==> config.mk <==
export PLATFORM = sky130hd
export DESIGN_NAME = pwr_mode_ctrl
export DESIGN_NICKNAME = d
export VERILOG_FILES = /design/src/rtl/pmc_pkg.sv /design/src/rtl/pmc_legal_chk.sv /design/src/rtl/pmc_settle_timer.sv /design/src/rtl/pmc_iso_clamp.sv /design/src/rtl/pmc_sequencer.sv /design/src/rtl/pwr_mode_ctrl.sv
export SDC_FILE = /design/constraint.sdc
export NUM_CORES = 1
export LEC_CHECK = 0
export CORE_ASPECT_RATIO = 0.7
export CORE_MARGIN = 1
export CORE_UTILIZATION = 38
export CTS_BUF_LIST = sky130_fd_sc_hd__clkbuf_2 sky130_fd_sc_hd__clkbuf_4 sky130_fd_sc_hd__clkbuf_8
export DETAILED_ROUTE_END_ITERATION = 12
export DONT_BUFFER_PORTS = 1
export SETUP_SLACK_MARGIN = 0.05
export SLEW_MARGIN = 10
export SYNTH_ARGS = -nofsm -noshare
export SYNTH_HDL_FRONTEND = slang
export SYNTH_SLANG_ARGS = --single-unit
==> constraint.sdc <==
create_clock -name clk_i -period 2 [get_ports clk_i]
set_input_delay 0.4 -clock clk_i [delete_from_list [all_inputs] [get_ports clk_i]]
set_output_delay 0.4 -clock clk_i [all_outputs]
set_load 0.05 [all_outputs]
==> src/rtl/pmc_pkg.sv <==
package pmc_pkg;
  typedef enum logic [1:0] {
    MODE_ON  = 2'd0,
    MODE_RET = 2'd1,
    MODE_OFF = 2'd2,
    MODE_BAD = 2'd3
  } pmc_mode_e;

  typedef enum logic [2:0] {
    ST_IDLE,
    ST_ISO_ON,
    ST_SAVE,
    ST_SLEEP_DN,
    ST_WAIT,
    ST_ISO_OFF,
    ST_CLK_ON
  } pmc_state_e;
endpackage

==> src/rtl/pmc_legal_chk.sv <==
module pmc_legal_chk
  import pmc_pkg::*;
(
  input  pmc_mode_e   cur_mode_i,
  input  logic [1:0]  req_mode_i,
  output logic        legal_o,
  output logic        noop_o
);
  always_comb begin
    legal_o = 1'b0;
    unique case ({cur_mode_i, req_mode_i})
      {MODE_ON,  2'd1},
      {MODE_RET, 2'd0},
      {MODE_RET, 2'd2},
      {MODE_OFF, 2'd0}: legal_o = 1'b1;
      default:          legal_o = 1'b0;
    endcase
  end

  assign noop_o = (req_mode_i == cur_mode_i);
endmodule

==> src/rtl/pmc_settle_timer.sv <==
module pmc_settle_timer #(
  parameter int CNT_W = 8
) (
  input  logic             clk_i,
  input  logic             rst_ni,
  input  logic             load_i,
  input  logic [CNT_W-1:0] load_val_i,
  output logic             done_o
);
  logic [CNT_W-1:0] cnt_q;

  always_ff @(posedge clk_i or negedge rst_ni) begin
    if (!rst_ni)             cnt_q <= '0;
    else if (load_i)         cnt_q <= load_val_i;
    else if (cnt_q != '0)    cnt_q <= cnt_q - 1'b1;
  end

  assign done_o = (cnt_q == '0);
endmodule

==> src/rtl/pmc_iso_clamp.sv <==
module pmc_iso_clamp #(
  parameter int DATA_W = 16
) (
  input  logic              iso_i,
  input  logic              clamp_val_i,
  input  logic [DATA_W-1:0] data_i,
  output logic [DATA_W-1:0] data_o
);
  for (genvar b = 0; b < DATA_W; b++) begin : g_bit
    assign data_o[b] = iso_i ? clamp_val_i : data_i[b];
  end
endmodule

==> src/rtl/pmc_sequencer.sv <==
module pmc_sequencer
  import pmc_pkg::*;
#(
  parameter int CNT_W = 8
) (
  input  logic             clk_i,
  input  logic             rst_ni,
  input  logic             req_valid_i,
  input  logic [1:0]       req_mode_i,
  input  logic             legal_i,
  input  logic             noop_i,
  input  logic [CNT_W-1:0] settle_i,
  input  logic             tmr_done_i,
  output logic             tmr_load_o,
  output pmc_mode_e        mode_o,
  output logic             busy_o,
  output logic             err_o,
  output logic             iso_o,
  output logic             save_o,
  output logic             restore_o,
  output logic             sleep_a_o,
  output logic             sleep_b_o,
  output logic             clk_en_o
);
  pmc_state_e st_q, st_d;
  pmc_mode_e  mode_q, mode_d, tgt_q, tgt_d;
  logic up_q, up_d, rflag_q, rflag_d;
  logic iso_q, iso_d, save_q, save_d, rst_q, rst_d;
  logic sa_q, sa_d, sb_q, sb_d, clk_q, clk_d, err_q, err_d;
  logic [CNT_W-1:0] gap_q;

  assign busy_o = (st_q != ST_IDLE);

  always_comb begin
    st_d = st_q;  mode_d = mode_q; tgt_d = tgt_q;
    up_d = up_q;  rflag_d = rflag_q;
    iso_d = iso_q; save_d = 1'b0; rst_d = 1'b0;
    sa_d = sa_q;  sb_d = sb_q; clk_d = clk_q;
    tmr_load_o = 1'b0;
    err_d = req_valid_i && (busy_o || (!legal_i && !noop_i));
    unique case (st_q)
      ST_IDLE: if (req_valid_i && legal_i) begin
        tgt_d = pmc_mode_e'(req_mode_i);
        if (mode_q == MODE_ON) begin
          clk_d = 1'b0;
          st_d  = ST_ISO_ON;
        end else if (mode_q == MODE_RET && req_mode_i == 2'd0) begin
          sa_d = 1'b0; tmr_load_o = 1'b1; up_d = 1'b1; rflag_d = 1'b1;
          st_d = ST_WAIT;
        end else if (mode_q == MODE_RET) begin
          sb_d = 1'b1; tmr_load_o = 1'b1; up_d = 1'b0;
          st_d = ST_WAIT;
        end else begin
          sa_d = 1'b0; sb_d = 1'b0; tmr_load_o = 1'b1;
          up_d = 1'b1; rflag_d = 1'b0;
          st_d = ST_WAIT;
        end
      end
      ST_ISO_ON: begin iso_d = 1'b1; st_d = ST_SAVE; end
      ST_SAVE:   begin save_d = 1'b1; st_d = ST_SLEEP_DN; end
      ST_SLEEP_DN: begin
        sa_d = 1'b1; tmr_load_o = 1'b1; up_d = 1'b0;
        st_d = ST_WAIT;
      end
      ST_WAIT: if (tmr_done_i) begin
        if (!up_q) begin
          mode_d = tgt_q; st_d = ST_IDLE;
        end else if (rflag_q) begin
          rst_d = 1'b1; st_d = ST_ISO_OFF;
        end else begin
          iso_d = 1'b0; st_d = ST_CLK_ON;
        end
      end
      ST_ISO_OFF: begin iso_d = 1'b0; st_d = ST_CLK_ON; end
      ST_CLK_ON: begin clk_d = 1'b1; mode_d = tgt_q; st_d = ST_IDLE; end
      default: st_d = ST_IDLE;
    endcase
  end

  always_ff @(posedge clk_i or negedge rst_ni) begin
    if (!rst_ni) begin
      st_q <= ST_IDLE; mode_q <= MODE_OFF; tgt_q <= MODE_OFF;
      up_q <= 1'b0; rflag_q <= 1'b0;
      iso_q <= 1'b1; save_q <= 1'b0; rst_q <= 1'b0;
      sa_q <= 1'b1; sb_q <= 1'b1; clk_q <= 1'b0; err_q <= 1'b0;
    end else begin
      st_q <= st_d; mode_q <= mode_d; tgt_q <= tgt_d;
      up_q <= up_d; rflag_q <= rflag_d;
      iso_q <= iso_d; save_q <= save_d; rst_q <= rst_d;
      sa_q <= sa_d; sb_q <= sb_d; clk_q <= clk_d; err_q <= err_d;
    end
  end

  // cycles since the last sleep-line change, for the spacing check only
  always_ff @(posedge clk_i or negedge rst_ni) begin
    if (!rst_ni)                          gap_q <= '1;
    else if (sa_d != sa_q || sb_d != sb_q) gap_q <= '0;
    else if (gap_q != '1)                  gap_q <= gap_q + 1'b1;
  end

  assign mode_o = mode_q;  assign err_o = err_q;   assign iso_o = iso_q;
  assign save_o = save_q;  assign restore_o = rst_q;
  assign sleep_a_o = sa_q; assign sleep_b_o = sb_q; assign clk_en_o = clk_q;


  clk_on_pwr_chk: assert property (@(posedge clk_i) disable iff (!rst_ni)
    clk_en_o |-> (!sleep_a_o && !sleep_b_o && !iso_o));

  sleep_gap_chk: assert property (@(posedge clk_i) disable iff (!rst_ni)
    (sa_d != sa_q || sb_d != sb_q) |-> (gap_q >= settle_i));

  save_pulse_chk: assert property (@(posedge clk_i) disable iff (!rst_ni)
    save_o |=> !save_o);

  restore_pulse_chk: assert property (@(posedge clk_i) disable iff (!rst_ni)
    restore_o |=> !restore_o);

  strobe_safe_chk: assert property (@(posedge clk_i) disable iff (!rst_ni)
    (save_o || restore_o) |-> (iso_o && !clk_en_o));

  off_order_chk: assert property (@(posedge clk_i) disable iff (!rst_ni)
    $rose(sleep_b_o) |-> sleep_a_o);

  busy_err_chk: assert property (@(posedge clk_i) disable iff (!rst_ni)
    (req_valid_i && busy_o) |=> (err_o && busy_o == $past(st_d != ST_IDLE)));
endmodule

==> src/rtl/pwr_mode_ctrl.sv <==
module pwr_mode_ctrl
  import pmc_pkg::*;
#(
  parameter int CNT_W  = 8,
  parameter int DATA_W = 16
) (
  input  logic              clk_i,
  input  logic              rst_ni,
  input  logic              req_valid_i,
  input  logic [1:0]        req_mode_i,
  input  logic [CNT_W-1:0]  settle_cycles_i,
  input  logic              iso_active_low_i,
  input  logic              clamp_val_i,
  input  logic [DATA_W-1:0] dom_data_i,
  output logic [DATA_W-1:0] dom_data_o,
  output logic              iso_o,
  output logic              save_o,
  output logic              restore_o,
  output logic              sleep_a_o,
  output logic              sleep_b_o,
  output logic              clk_en_o,
  output logic [1:0]        mode_o,
  output logic              busy_o,
  output logic              err_o
);
  pmc_mode_e mode_w;
  logic legal_w, noop_w, tmr_load_w, tmr_done_w, iso_w;

  pmc_legal_chk u_legal (
    .cur_mode_i (mode_w),
    .req_mode_i (req_mode_i),
    .legal_o    (legal_w),
    .noop_o     (noop_w)
  );

  pmc_settle_timer #(.CNT_W(CNT_W)) u_timer (
    .clk_i      (clk_i),
    .rst_ni     (rst_ni),
    .load_i     (tmr_load_w),
    .load_val_i (settle_cycles_i),
    .done_o     (tmr_done_w)
  );

  pmc_sequencer #(.CNT_W(CNT_W)) u_seq (
    .clk_i       (clk_i),
    .rst_ni      (rst_ni),
    .req_valid_i (req_valid_i),
    .req_mode_i  (req_mode_i),
    .legal_i     (legal_w),
    .noop_i      (noop_w),
    .settle_i    (settle_cycles_i),
    .tmr_done_i  (tmr_done_w),
    .tmr_load_o  (tmr_load_w),
    .mode_o      (mode_w),
    .busy_o      (busy_o),
    .err_o       (err_o),
    .iso_o       (iso_w),
    .save_o      (save_o),
    .restore_o   (restore_o),
    .sleep_a_o   (sleep_a_o),
    .sleep_b_o   (sleep_b_o),
    .clk_en_o    (clk_en_o)
  );

  pmc_iso_clamp #(.DATA_W(DATA_W)) u_clamp (
    .iso_i       (iso_w),
    .clamp_val_i (clamp_val_i),
    .data_i      (dom_data_i),
    .data_o      (dom_data_o)
  );

  assign iso_o  = iso_w ^ iso_active_low_i;
  assign mode_o = mode_w;


  illegal_rej_chk: assert property (@(posedge clk_i) disable iff (!rst_ni)
    (req_valid_i && !busy_o && !legal_w && !noop_w) |=> (err_o && !busy_o && $stable(mode_o)));

  noop_quiet_chk: assert property (@(posedge clk_i) disable iff (!rst_ni)
    (req_valid_i && !busy_o && noop_w) |=> (!err_o && !busy_o && $stable(mode_o)));

  err_pulse_chk: assert property (@(posedge clk_i) disable iff (!rst_ni)
    (err_o && !$past(req_valid_i)) |-> 1'b0);
endmodule

# After elaboration in Yosys (flattened, before gate mapping)
# Index checks and enable logic that the tools add are counted.
[totals]
reg_bits = 24
inputBits = 31
out_inout_bits = 26
elab_cells = 121
[classes]
addsub = 1
eq_ne = 21
muxes = 55
bitwise_logic = 3
n_reduce_logical = 28
[op_table]
columns = ["cell", "n"]
rows = [
  ["1-bit two-way mux", 39],
  ["3-bit case mux with 6 select lines", 1],
  ["8-bit two-way mux", 2],
  ["4-bit AND reduction", 4],
  ["3-bit two-way mux", 4],
  ["3-bit equality test (second input constant)", 3],
  ["3-bit AND reduction", 3],
  ["4-bit by 3-bit equality test with 1-bit output (second input constant)", 2],
  ["8-bit zero test", 1],
  ["2-bit by 1-bit != test with 1-bit output (second input constant)", 4],
  ["2-bit != test (second input constant)", 4],
  ["1-bit case mux with 2 select lines", 4],
  ["2-bit nonzero test", 4],
  ["8-bit nonzero test", 1],
  ["8-bit by 1-bit subtractor with 8-bit output (second input constant)", 1],
  ["3-bit by 2-bit equality test with 1-bit output (second input constant)", 2],
  ["2-bit two-way mux", 3],
  ["3-bit nonzero test", 2],
  ["4-bit by 1-bit equality test with 1-bit output (second input constant)", 1],
  ["4-bit equality test (second input constant)", 1],
  ["1-bit logical AND", 4],
  ["2-bit zero test", 2],
  ["2-bit case mux with 2 select lines", 1],
  ["2-bit AND reduction", 2],
  ["other kinds (11)", 13],
]

# Logic depth before layout (Yosys ltp)
# Gate-level depths: netlist of run 1.
[logic_depth]
ltp_word = 7
mapped_depth = 7

# Cells and area by module
# Synthesis of run 1 repeated with hierarchy kept, for this count alone.
[unflattened]
cells_unflattened = 148
hier_area_um2 = 1594.0
[modules_own_cells]
columns = ["module", "instances", "cells_each", "area_per_inst_um2", "seq_area_each_um2"]
rows = [
  ["pmc_sequencer", 1, 67, 797.0, 406.6],
  ["pmc_settle_timer", 1, 54, 488.0, 200.2],
  ["pmc_iso_clamp", 1, 19, 254.0, 0.0],
  ["pmc_legal_chk", 1, 7, 46.3, 0.0],
  ["pwr_mode_ctrl", 1, 1, 8.8, 0.0],
]

# Worst setup path before layout of run 1
# Ideal clock, no wire load.
[synth_timing]
path_kind = "reg-to-output"
start = "register u_seq.iso_q (netlist: u_seq.iso_o)"
end = "output dom_data_o[10]"
t_arrival_ps = 1809
setup_slack_ps = -209
path_stages_with_launch = 4
path_buffers = 2
path_cell_list = "dfstp_2 -> clkbuf_1 -> clkbuf_1 -> o21ai_0"
[synth_between]
elab_chain_cells = 1
[synth_rtl]
columns = ["item", "line_no", "rtl"]
rows = [
  ["start, declared", "pmc_sequencer.sv:28", "logic iso_q, iso_d, save_q, save_d, rst_q, rst_d;"],
  ["start signal, assigned", "pmc_sequencer.sv:89", "iso_q <= iso_d; save_q <= save_d; rst_q <= rst_d;"],
  ["1-bit two-way mux", "pmc_iso_clamp.sv:10", "assign data_o[b] = iso_i ? clamp_val_i : data_i[b];"],
  ["end, declared", "pwr_mode_ctrl.sv:15", "output logic [DATA_W-1:0] dom_data_o,"],
]
# No other way between the ends.

# Final worst setup path of run 1
[layout_timing]
start = "register u_seq.st_q[0]"
end = "output busy_o"
[layout_between]
elab_chain_cells = 1
[layout_rtl]
columns = ["item", "line_no", "rtl"]
rows = [
  ["start, declared", "pmc_sequencer.sv:25", "pmc_state_e st_q, st_d;"],
  ["start signal, assigned", "pmc_sequencer.sv:87", "st_q <= st_d; mode_q <= mode_d; tgt_q <= tgt_d;"],
  ["3-bit nonzero test", "pmc_sequencer.sv:32", "assign busy_o = (st_q != ST_IDLE);"],
  ["end, declared", "pwr_mode_ctrl.sv:23", "output logic busy_o,"],
]
# No other way between the ends.

==> reports/qor.yml, run 1 <==
status: "finished clean"
cts_buffers: 3
clock_path_buffers: 2
grt_pass1_vias: 1278
yosys.area.top_type_share: 0.2914
start_util: 0.4061
netlist_instances: 177
reg2reg_from: "u_timer.cnt_q[0]"
yosysSeqAreaShare: 0.3719
row_count: 19
yosys_warnings: 0
gr-total-overflow: 0
whs_ns: 0.2639
synthSimpleGateAreaFrac: 0.1518
arrival_ns: 1.44
place.gp.congestion: 0.8424
synth.area.top_cells: "dfrtp_1 (29%), mux2_4 (8.3%), dfstp_2 (8.1%)"
slowest_stage: "dfrtp_1"
crit_family: "flip-flops"
grt_max_degree: 25
h-tree-depth: 1
grt_pass1_wl_mm: 5.809
fmax_mhz: 543.1
syn-cell-area_um2: 1632
worstReg2RegEnd: "u_seq.st_q[0]"
whs_endpoint: "u_seq.err_o"
critPathCaptureType: "output pin"
drv_slew: 0
drv_cap: 0
synth-compound-area-share: 0.2201
cts_sinks: 24
clk_pin_slew_ns: 0.08
reg2regPathDepth: 6
fill_cells: 375
ir_drop_v: 0.0009140
insertion_delay_ns: 0.27
synth_top_family_by_area: "compound AO/OA/AOI/OAI gates"
die_y_um: 56.82
dpl_cell_area_um2: 1814
crit_required_ns: 1.60
wirelength_mm: 3.567
synthMuxAreaShare: 0.1158
period_minus_slack_ns: 1.841
dieArea_um2: 4564
hp-class: "in2reg"
cts_root_buf: "clkbuf_8"
holdPathStages: 1
ys_ff_latch: 24
rsz0062_at_grt: "true"
crit_path_max_fanout: 10
synthAdderAreaFrac: 0.01534
synth_nets: 210
finalSetupViolations: 0
async_flop_share: 1.000
cp-start-kind: "flip-flop"
syn_avg_cell_area_um2: 9.218
io_buffer_count: 0
hold_viol: 0
fin_nets: 228
cts_tree: "yes"
r2r_setup_slack_ns: 0.20
yosysMostFrequentCell: "inv_1"
viasPerCell: 5.528
final_area_um2: 1881
synth_xor_area_frac: 0.02684
regArea_um2: 606.8
ys_types: 46
path_buf_inv: 2
drc_errors: 0
max_slew_margin: 0.2745
synth_top_area_cell: "dfrtp_1"
die_x_um: 80.32
vias: 1360
antenna_left: 0
area_delta_synth_final_pct: 15.26
path_class: "reg2out"
drt_first_pass_iters: 4
leakage_nw: 0.8341
first_iter_violations: 70
n_antenna_cell: 0
ys_dominant_reg_cell: "dfrtp_1"
worst_pin_slew_ns: 1.085
wire_per_inst_um: 14.50
antenna_found_initial: 0
min-delay-start: "req_valid_i"
p_per_area_nw_per_um2: 1920
synth_edf_count: 0
cts_setup_buffers: 0
path_cells: "nor3_2 > buf_4 > inv_1"
core_area_um2: 4018
skew_ns: 0.006458
io_pins: 57
layout-drive-gt1-share: 0.2784
min_period_over_period: 0.9207
ys_top_cells_by_count: "inv_1 (25), o21ai_0 (23), dfrtp_1 (19)"
multi_input_area_um2: 879.6
slowest_delay_ns: 0.52
hpwl_mm: 2.681
grtUsageTotal: 0.1649
-- final cells by class --
class,count,area share
clock buffer,4,0.02595
inverter,26,0.05190
multi-input combinational,116,0.4677
sequential,24,0.3227
tap,52,0.03460
timing repair buffer,24,0.09714
-- through the flow --
step	total power, mW	TNS, ns	utilization	setup slack, ns	cells
2_1_floorplan	2.775	-0.3974	-	-0.03464	177
3_3_place_gp	3.236	0	0.4516	0.1807	241
3_5_place_dp	3.291	0	0.4516	0.1280	241
4_1_cts	3.617	0	0.4662	0.1042	246
5_1_grt	3.867	-0.0003033	0.4681	-0.0003033	246
6_report	3.611	0	0.4681	0.1586	246
-- cells by family (layout without fill, tap and decap cells) --
kind of cell,after synthesis,in the layout
flops,24,24
mux,14,14
fa+ha+maj,2,2
compound gates,54,54
xor+xnor,5,5
buf+inv,37,54
simple gates,41,41
-- power by group --
group | switching (mW) | internal [mW]
clock | 0.147 | 0.156
combinational | 1.38 | 0.852
sequential | 0.362 | 0.717
total | 1.89 | 1.72
-- cell usage in the layout, fill, tap and decap left out, types with 3 or more instances in the layout --
master,n
mux2_4,9
inv_1,25
buf_4,23
nor3_1,4
nor2_1,8
dfrtp_1,19
a21oi_1,12
nand3_1,3
o211ai_1,3
nor2b_1,3
dfstp_2,5
o21ai_1,14
o21ai_0,7
clkbuf_8,3
nand2_1,5
xnor2_1,3
mux2_1,3
-- state kept, by name (all words and copies together), names as in the netlist, 2 cells and up --
register       cells
u_seq.mode_o       2
u_seq.st_q         3
u_seq.tgt_q        2
u_timer.cnt_q      8
-- how the worst max path moves through the flow --
stage / to / slack [ns] / cells past startpoint / from
after global placement: u_seq.mode_o[0] / 0.18 / 6 / u_timer.cnt_q[0]
after global routing: u_seq.st_q[0] / -0.0003 / 6 / u_timer.cnt_q[0]
final: busy_o / 0.16 / 3 / u_seq.st_q[0]
after floorplan: dom_data_o[4] / -0.03 / 2 / u_seq.iso_o
after CTS: u_seq.mode_o[0] / 0.10 / 6 / u_timer.cnt_q[0]
after detailed placement: u_seq.mode_o[0] / 0.13 / 6 / u_timer.cnt_q[0]
-- worst reg2reg max path, delay by kind of cell (launching register included) --
family / cells / cell delay [ns]
simple gates: 2 / 0.56
flops: 1 / 0.43
compound gates: 2 / 0.41
fa+ha+maj: 1 / 0.20
buf+inv: 1 / 0.10
-- per-layer routing --
metal	vias to the layer above	routed length, um	global-route usage
li1	661	-	-
met1	627	1640	0.2107
met2	68	1611	0.2772
met3	4	291	0.03740
met4	0	23	0.04847
met5	-	0	0
-- what timing repair did --
| item | 4_1_cts | 5_1_grt |
|---|---|---|
| hold endpoints to repair | 24 | 0 |
| setup endpoints to repair | 0 | 23 |
| resized for setup | 0 | 2 |
| hold buffers | 1 | 0 |
Note: power is estimated with default switching activity, not from simulation.
==> run 2: changes to the inputs <==
==> constraint.sdc (replaced) <==
create_clock -name clk_i -period 1.9 [get_ports clk_i]
set_input_delay 0.38 -clock clk_i [delete_from_list [all_inputs] [get_ports clk_i]]
set_output_delay 0.38 -clock clk_i [all_outputs]
set_load 0.05 [all_outputs]
==> run 2 against run 1 <==
Sequential share of layout area is 1.3 points lower. Final cell count increased by 3.7%. First-iteration DRC count up 5.7%. Register-to-register slack worse by 0.07 ns. Critical path type unchanged. Critical endpoint unchanged. Largest power group unchanged. Highest routed layer unchanged.
==> reports/qor.yml, run 2 (synthesis results as in run 1) <==
io_buffer_count: 0  # unchanged
r2r_setup_slack_ns: 0.13  # was 0.20 ns
layout_commonest_cell: "buf_4"  # was inv_1
hold_viol: 0  # unchanged
min-delay-start: "req_valid_i"  # unchanged
slowest_stage: "dfrtp_2"  # was dfrtp_1
p_per_area_nw_per_um2: 2010  # was 1920 nW/um^2
max_slew_margin: 0.2850  # was 0.2745
row_count: 19  # unchanged
insertion_delay_ns: 0.27  # about the same
fin_ws_ns: 0.1008  # was 0.1586 ns
antenna_left: 0  # unchanged
drt_first_pass_iters: 4  # unchanged
min_period_over_period: 0.9469
cp-startpoint: "u_seq.st_q[1]"  # was u_seq.st_q[0]
layout-drive-gt1-share: 0.3350  # was 0.2784
worstReg2RegEnd: "u_timer.cnt_q[5]"  # was u_seq.st_q[0]
layout_common_cells: "buf_4 (32), inv_1 (24), dfrtp_1 (17)"  # was inv_1 (25), buf_4 (23), dfrtp_1 (19)
path_cells: "nor3_4 > buf_4 > clkinvlp_4"  # was nor3_2 > buf_4 > inv_1
rsz0062_at_grt: "true"  # unchanged
h-tree-depth: 1  # unchanged
grt_pass1_wl_mm: 5.871  # was 5.809 mm
period_minus_slack_ns: 1.799
cp-start-kind: "flip-flop"  # unchanged
crit_path_max_fanout: 7  # was 10
p_total_mw: 3.962  # was 3.611 mW
gr-total-overflow: 0  # unchanged
tns_ns: 0  # unchanged
ir_drop_v: 0.001100  # was 0.0009140 V
antenna_found_initial: 0  # unchanged
leakage_nw: 0.8764  # was 0.8341 nW
wirelength_mm: 3.648  # was 3.567 mm
fin_nets: 237  # was 228
cts_sinks: 24  # unchanged
wire_per_inst_um: 14.31  # was 14.50 um
status: "finished clean"  # unchanged
path_class: "reg2out"  # unchanged
crit_required_ns: 1.52  # was 1.60 ns
slowest_delay_ns: 0.49  # was 0.52 ns
cts_buffers: 3  # unchanged
cts_root_buf: "clkbuf_8"  # unchanged
biggestRegsByFlops: "u_timer.cnt_q (8), u_seq.st_q (3)"  # unchanged
worst_pin_slew_ns: 1.069  # was 1.085 ns
grt_max_degree: 25  # unchanged
drc_errors: 0  # unchanged
cts_tree: "yes"  # unchanged
largest_reg_flops: 8  # unchanged
dpl_cell_area_um2: 1852  # was 1814 um^2
reg2reg_from: "u_timer.cnt_q[1]"  # was u_timer.cnt_q[0]
die_x_um: 80.32  # unchanged
final_area_um2: 1971  # was 1881 um^2
core_area_um2: 4018  # unchanged
viasPerCell: 5.502  # was 5.528
clk_pin_slew_ns: 0.08  # about the same
drv_cap: 0  # unchanged
whs_ns: 0.2366  # was 0.2639 ns
hp-class: "in2reg"  # unchanged
holdPathStages: 1  # unchanged
grt_pass1_vias: 1309  # was 1278
hpwl_mm: 2.774  # was 2.681 mm
drv_slew: 0  # unchanged
first_iter_violations: 74  # was 70
place_ws_ns: 0.01808  # was 0.1280 ns
skew_ns: 0.004132  # was 0.006458 ns
area_delta_synth_final_pct: 20.78  # was 15.26%
critPathCaptureType: "output pin"  # unchanged
fill_cells: 379  # was 375
vias: 1403  # was 1360
dieArea_um2: 4564  # unchanged
reg2regPathDepth: 5  # was 6
fmax_mhz: 555.8
n_antenna_cell: 0  # unchanged
arrival_ns: 1.42  # was 1.44 ns
place.gp.congestion: 0.8446  # was 0.8424
whs_endpoint: "u_seq.err_o"  # unchanged
grtUsageTotal: 0.1680  # was 0.1649
io_pins: 57  # unchanged
start_util: 0.4061  # unchanged
finalSetupViolations: 0  # unchanged
clock_path_buffers: 2  # unchanged
registers.top_by_ff_count: "u_timer.cnt_q"  # unchanged
die_y_um: 56.82  # unchanged
==> run 2: how the worst max path moves through the flow <==
stage | end | slack, ns | depth (start not counted)
after floorplan | dom_data_o[4] | -0.11 | 2
after global placement | u_seq.st_q[0] | 0.11 | 7
after detailed placement | u_seq.st_q[0] | 0.02 | 7
after CTS | dom_data_o[5] | 0.06 | 3
after global routing | u_seq.st_q[0] | 0.03 | 7
final | busy_o | 0.10 | 3
==> run 2: critical path, delay by kind of cell (launching register included) <==
family	cells	cell delay (ns)
buffers and inverters	2	0.43
flip-flops	1	0.49
AND/OR/NAND/NOR	1	0.23
==> run 2: where the power goes <==
group          switching [mW]  internal (mW)  total (mW)  leakage (nW)
combinational            1.50          0.995        2.49         0.566
clock                   0.159          0.164       0.323        0.0262
sequential              0.387          0.759        1.15         0.284
==> run 2: cell type report <==
class	instances	area, um^2	area share
tap	52	65.06	0.03302
inverter	26	101.3	0.05143
timing repair buffer	33	250.2	0.1270
clock buffer	4	48.80	0.02476
sequential	24	609.3	0.3092
multi-input combinational	116	895.9	0.4546
==> run 2: repair_timing <==
item / 4_1_cts / 5_1_grt
gates resized for setup: 4 / 5
buffers inserted: 0 / 4
hold buffers: 1 / 0
setup endpoints to repair: 20 / 25
endpoints found under the hold margin: 24 / 0
==> run 2: metrics by stage <==
step,cells,util
global route,255,0.4905
detailed placement,246,0.4609
global placement,246,0.4609
finish,255,0.4905
CTS,251,0.4777
floorplan,177,-
==> run 2: routing by layer <==
| metal | vias to the layer above | routed length (um) | global-route usage | share of wire |
|---|---|---|---|---|
| li1 | 675 | - | - | - |
| met1 | 652 | 1756 | 0.2280 | 0.48 |
| met2 | 69 | 1569 | 0.2662 | 0.43 |
| met3 | 7 | 283 | 0.04228 | 0.078 |
| met4 | 0 | 38 | 0.04337 | 0.010 |
| met5 | - | 0 | 0 | 0 |
==> run 3: changes to the inputs <==
--- a/config.mk
+++ b/config.mk
@@ -7,10 +7,11 @@
 export LEC_CHECK = 0
 export CORE_ASPECT_RATIO = 0.7
 export CORE_MARGIN = 1
-export CORE_UTILIZATION = 38
+export CORE_UTILIZATION = 58
 export CTS_BUF_LIST = sky130_fd_sc_hd__clkbuf_2 sky130_fd_sc_hd__clkbuf_4 sky130_fd_sc_hd__clkbuf_8
 export DETAILED_ROUTE_END_ITERATION = 12
 export DONT_BUFFER_PORTS = 1
+export PLACE_DENSITY = 0.74
 export SETUP_SLACK_MARGIN = 0.05
 export SLEW_MARGIN = 10
 export SYNTH_ARGS = -nofsm -noshare
==> run 3 against run 2 <==
Count of clock-buffer cells in the layout did not move. Clock power fell by 2%. Power increased by 1.6%. Critical path depth up 3. Largest cell class unchanged.
==> reports/qor.yml, run 3 (synthesis results as in run 1) <==
viasPerCell: 6.279  # was 5.502
h-tree-depth: 1  # unchanged
clk_pin_slew_ns: 0.08  # about the same
cts_sinks: 24  # unchanged
p_per_area_nw_per_um2: 2084  # was 2010 nW/um^2
antenna_left: 0  # unchanged
wire_per_inst_um: 17.38  # was 14.31 um
grt_max_degree: 25  # unchanged
io_buffer_count: 0  # unchanged
dieArea_um2: 3032  # was 4564 um^2
hpwl_mm: 2.917  # was 2.774 mm
registers.top_by_ff_count: "u_timer.cnt_q"  # unchanged
layout_common_cells: "buf_4 (26), inv_1 (24), dfrtp_1 (18)"  # was buf_4 (32), inv_1 (24), dfrtp_1 (17)
path_class: "reg2reg"  # was reg2out
max_slew_margin: 0.3100  # was 0.2850
layout_commonest_cell: "buf_4"  # unchanged
drt_first_pass_iters: 4  # unchanged
crit_required_ns: 2.05  # was 1.52 ns
start_util: 0.6392  # was 0.4061
finalNonFillerCells: 233  # was 255
n_antenna_cell: 0  # unchanged
rsz0062_at_grt: "true"  # unchanged
area_delta_synth_final_pct: 18.40  # was 20.78%
biggestRegsByFlops: "u_timer.cnt_q (8), u_seq.st_q (3)"  # unchanged
swShare: 0.5271  # was 0.5156
arrival_ns: 1.97  # was 1.42 ns
postLayoutCoreUtil: 0.7569  # was 0.4905
gr-total-overflow: 0  # unchanged
r2r_setup_slack_ns: 0.08  # was 0.13 ns
antenna_found_initial: 0  # unchanged
grt_pass1_wl_mm: 6.251  # was 5.871 mm
critPathCaptureType: "flip-flop"  # was output pin
reg2regPathDepth: 6  # was 5
largest_reg_flops: 8  # unchanged
leakage_nw: 0.8625  # was 0.8764 nW
crit_path_max_fanout: 4  # was 7
holdPathStages: 1  # unchanged
cts_tree: "yes"  # unchanged
die_x_um: 65.39  # was 80.32 um
status: "finished clean"  # unchanged
power_switching_mw: 2.122  # was 2.043 mW
drv_slew: 0  # unchanged
clock_path_buffers: 2  # unchanged
clockPowerShare: 0.079  # was 0.082
core_area_um2: 2552  # was 4018 um^2
grt_pass1_vias: 1327  # was 1309
insertion_delay_ns: 0.27  # about the same
whs_endpoint: "u_seq.err_o"  # unchanged
finalSetupViolations: 0  # unchanged
die_y_um: 46.38  # was 56.82 um
worst_pin_slew_ns: 1.032  # was 1.069 ns
cts_buffers: 3  # unchanged
hp-class: "in2reg"  # unchanged
drc_errors: 0  # unchanged
grtUsageTotal: 0.2842  # was 0.1680
hold_viol: 0  # unchanged
cp-start-kind: "flip-flop"  # unchanged
io_pins: 57  # unchanged
wirelength_mm: 4.050  # was 3.648 mm
min_period_over_period: 0.9568  # was 0.9469
placedCellCount: 226  # was 246
pwr-share-comb: 0.633  # was 0.629
p_seq_frac: 0.288  # was 0.289
fmax_mhz: 550.1  # was 555.8 MHz
reg2reg_from: "u_timer.cnt_q[1]"  # unchanged
first_iter_violations: 60  # was 74
tns_ns: 0  # unchanged
fin_nets: 233  # was 237
place.gp.congestion: 0.9161  # was 0.8446
min-delay-start: "req_valid_i"  # unchanged
layout-drive-gt1-share: 0.3166  # was 0.3350
intPower_mw: 1.903  # was 1.919 mW
vias: 1463  # was 1403
cts_root_buf: "clkbuf_8"  # unchanged
row_count: 15  # was 19
skew_ns: 0.007010  # was 0.004132 ns
drv_cap: 0  # unchanged
worstReg2RegEnd: "u_seq.mode_o[0]"  # was u_timer.cnt_q[5]
period_minus_slack_ns: 1.818  # was 1.799 ns
ir_drop_v: 0.001330  # was 0.001100 V
[run 3: changes by cell type in the layout (fill, tap and decap cells not counted)]
cell     delta
o21ai_1     -1
nand2_4     -1
o21ai_0     +1
nor3b_4     +2
buf_6       +2
dfrtp_1     +1
nor3b_2     -2
dfrtp_2     -1
buf_4       -6
nand2_2     +1
[run 3: layout make-up]
type	instances	area [um^2]
Multi-Input combinational cell	116	903.4
Fill cell	174	620.6
Sequential cell	24	608.1
Timing Repair Buffer	29	227.7
Inverter	26	101.3
Clock buffer	4	48.80
Tap cell	34	42.54
[run 3: repair_timing]
item	in CTS	in global routing
setup buffers	2	0
endpoints found under the hold margin	24	0
gates cloned	0	0
endpoints found under the setup margin	14	13
gates resized for setup	3	8
hold buffers	1	0
[run 3: critical path, stage by stage (launching register included)]
cell and delay (ns):
dfrtp_1 0.43, inv_1 0.14, ha_1 0.21, nor3b_4 0.26, nand3_1 0.13, a21oi_2 0.20, mux2_1 0.34
[run 3: power by group through the flow]
stage / clock network [mW] / registers, mW / logic, mW
global route: 0.343 / 1.19 / 2.73
CTS: 0.322 / 1.13 / 2.47
global placement: 0 / 1.12 / 2.31
finish: 0.318 / 1.16 / 2.55
floorplan: 0 / 1.09 / 1.85
detailed placement: 0 / 1.14 / 2.39
[run 3: how the worst max path moves through the flow]
stage                                start               to  slack (ns)  cells past startpoint
after global placement    u_timer.cnt_q[1]  u_seq.mode_o[0]         0.1                      6
final                     u_timer.cnt_q[1]  u_seq.mode_o[0]        0.08                      6
after CTS                 u_timer.cnt_q[1]  u_seq.mode_o[0]        0.10                      6
after detailed placement  u_timer.cnt_q[1]  u_seq.mode_o[0]       -0.01                      6
after floorplan                u_seq.iso_o    dom_data_o[4]       -0.11                      2
after global routing      u_timer.cnt_q[1]  u_seq.mode_o[0]       -0.03                      6
[run 3: metal layers]
layer	share of wire	vias up	wire length, um	global-route usage
met3	0.088	12	356	0.07426
met2	0.47	91	1906	0.4784
met1	0.42	692	1690	0.3618
met4	0.024	0	96	0.09565
li1	-	668	-	-
met5	0	-	0	0
[run 3: stage by stage]
| stage | hold slack [ns] | cell area [um^2] | total power [mW] | setup slack [ns] |
|---|---|---|---|---|
| global route | 0.2482 | 1932 | 4.264 | -0.03072 |
| floorplan | 0.08441 | 1645 | 2.934 | -0.1146 |
| detailed placement | 0.08516 | 1814 | 3.528 | -0.01244 |
| finish | 0.2442 | 1932 | 4.025 | 0.08207 |
| global placement | 0.08525 | 1814 | 3.423 | 0.09643 |
| CTS | 0.2452 | 1902 | 3.922 | 0.1030 |
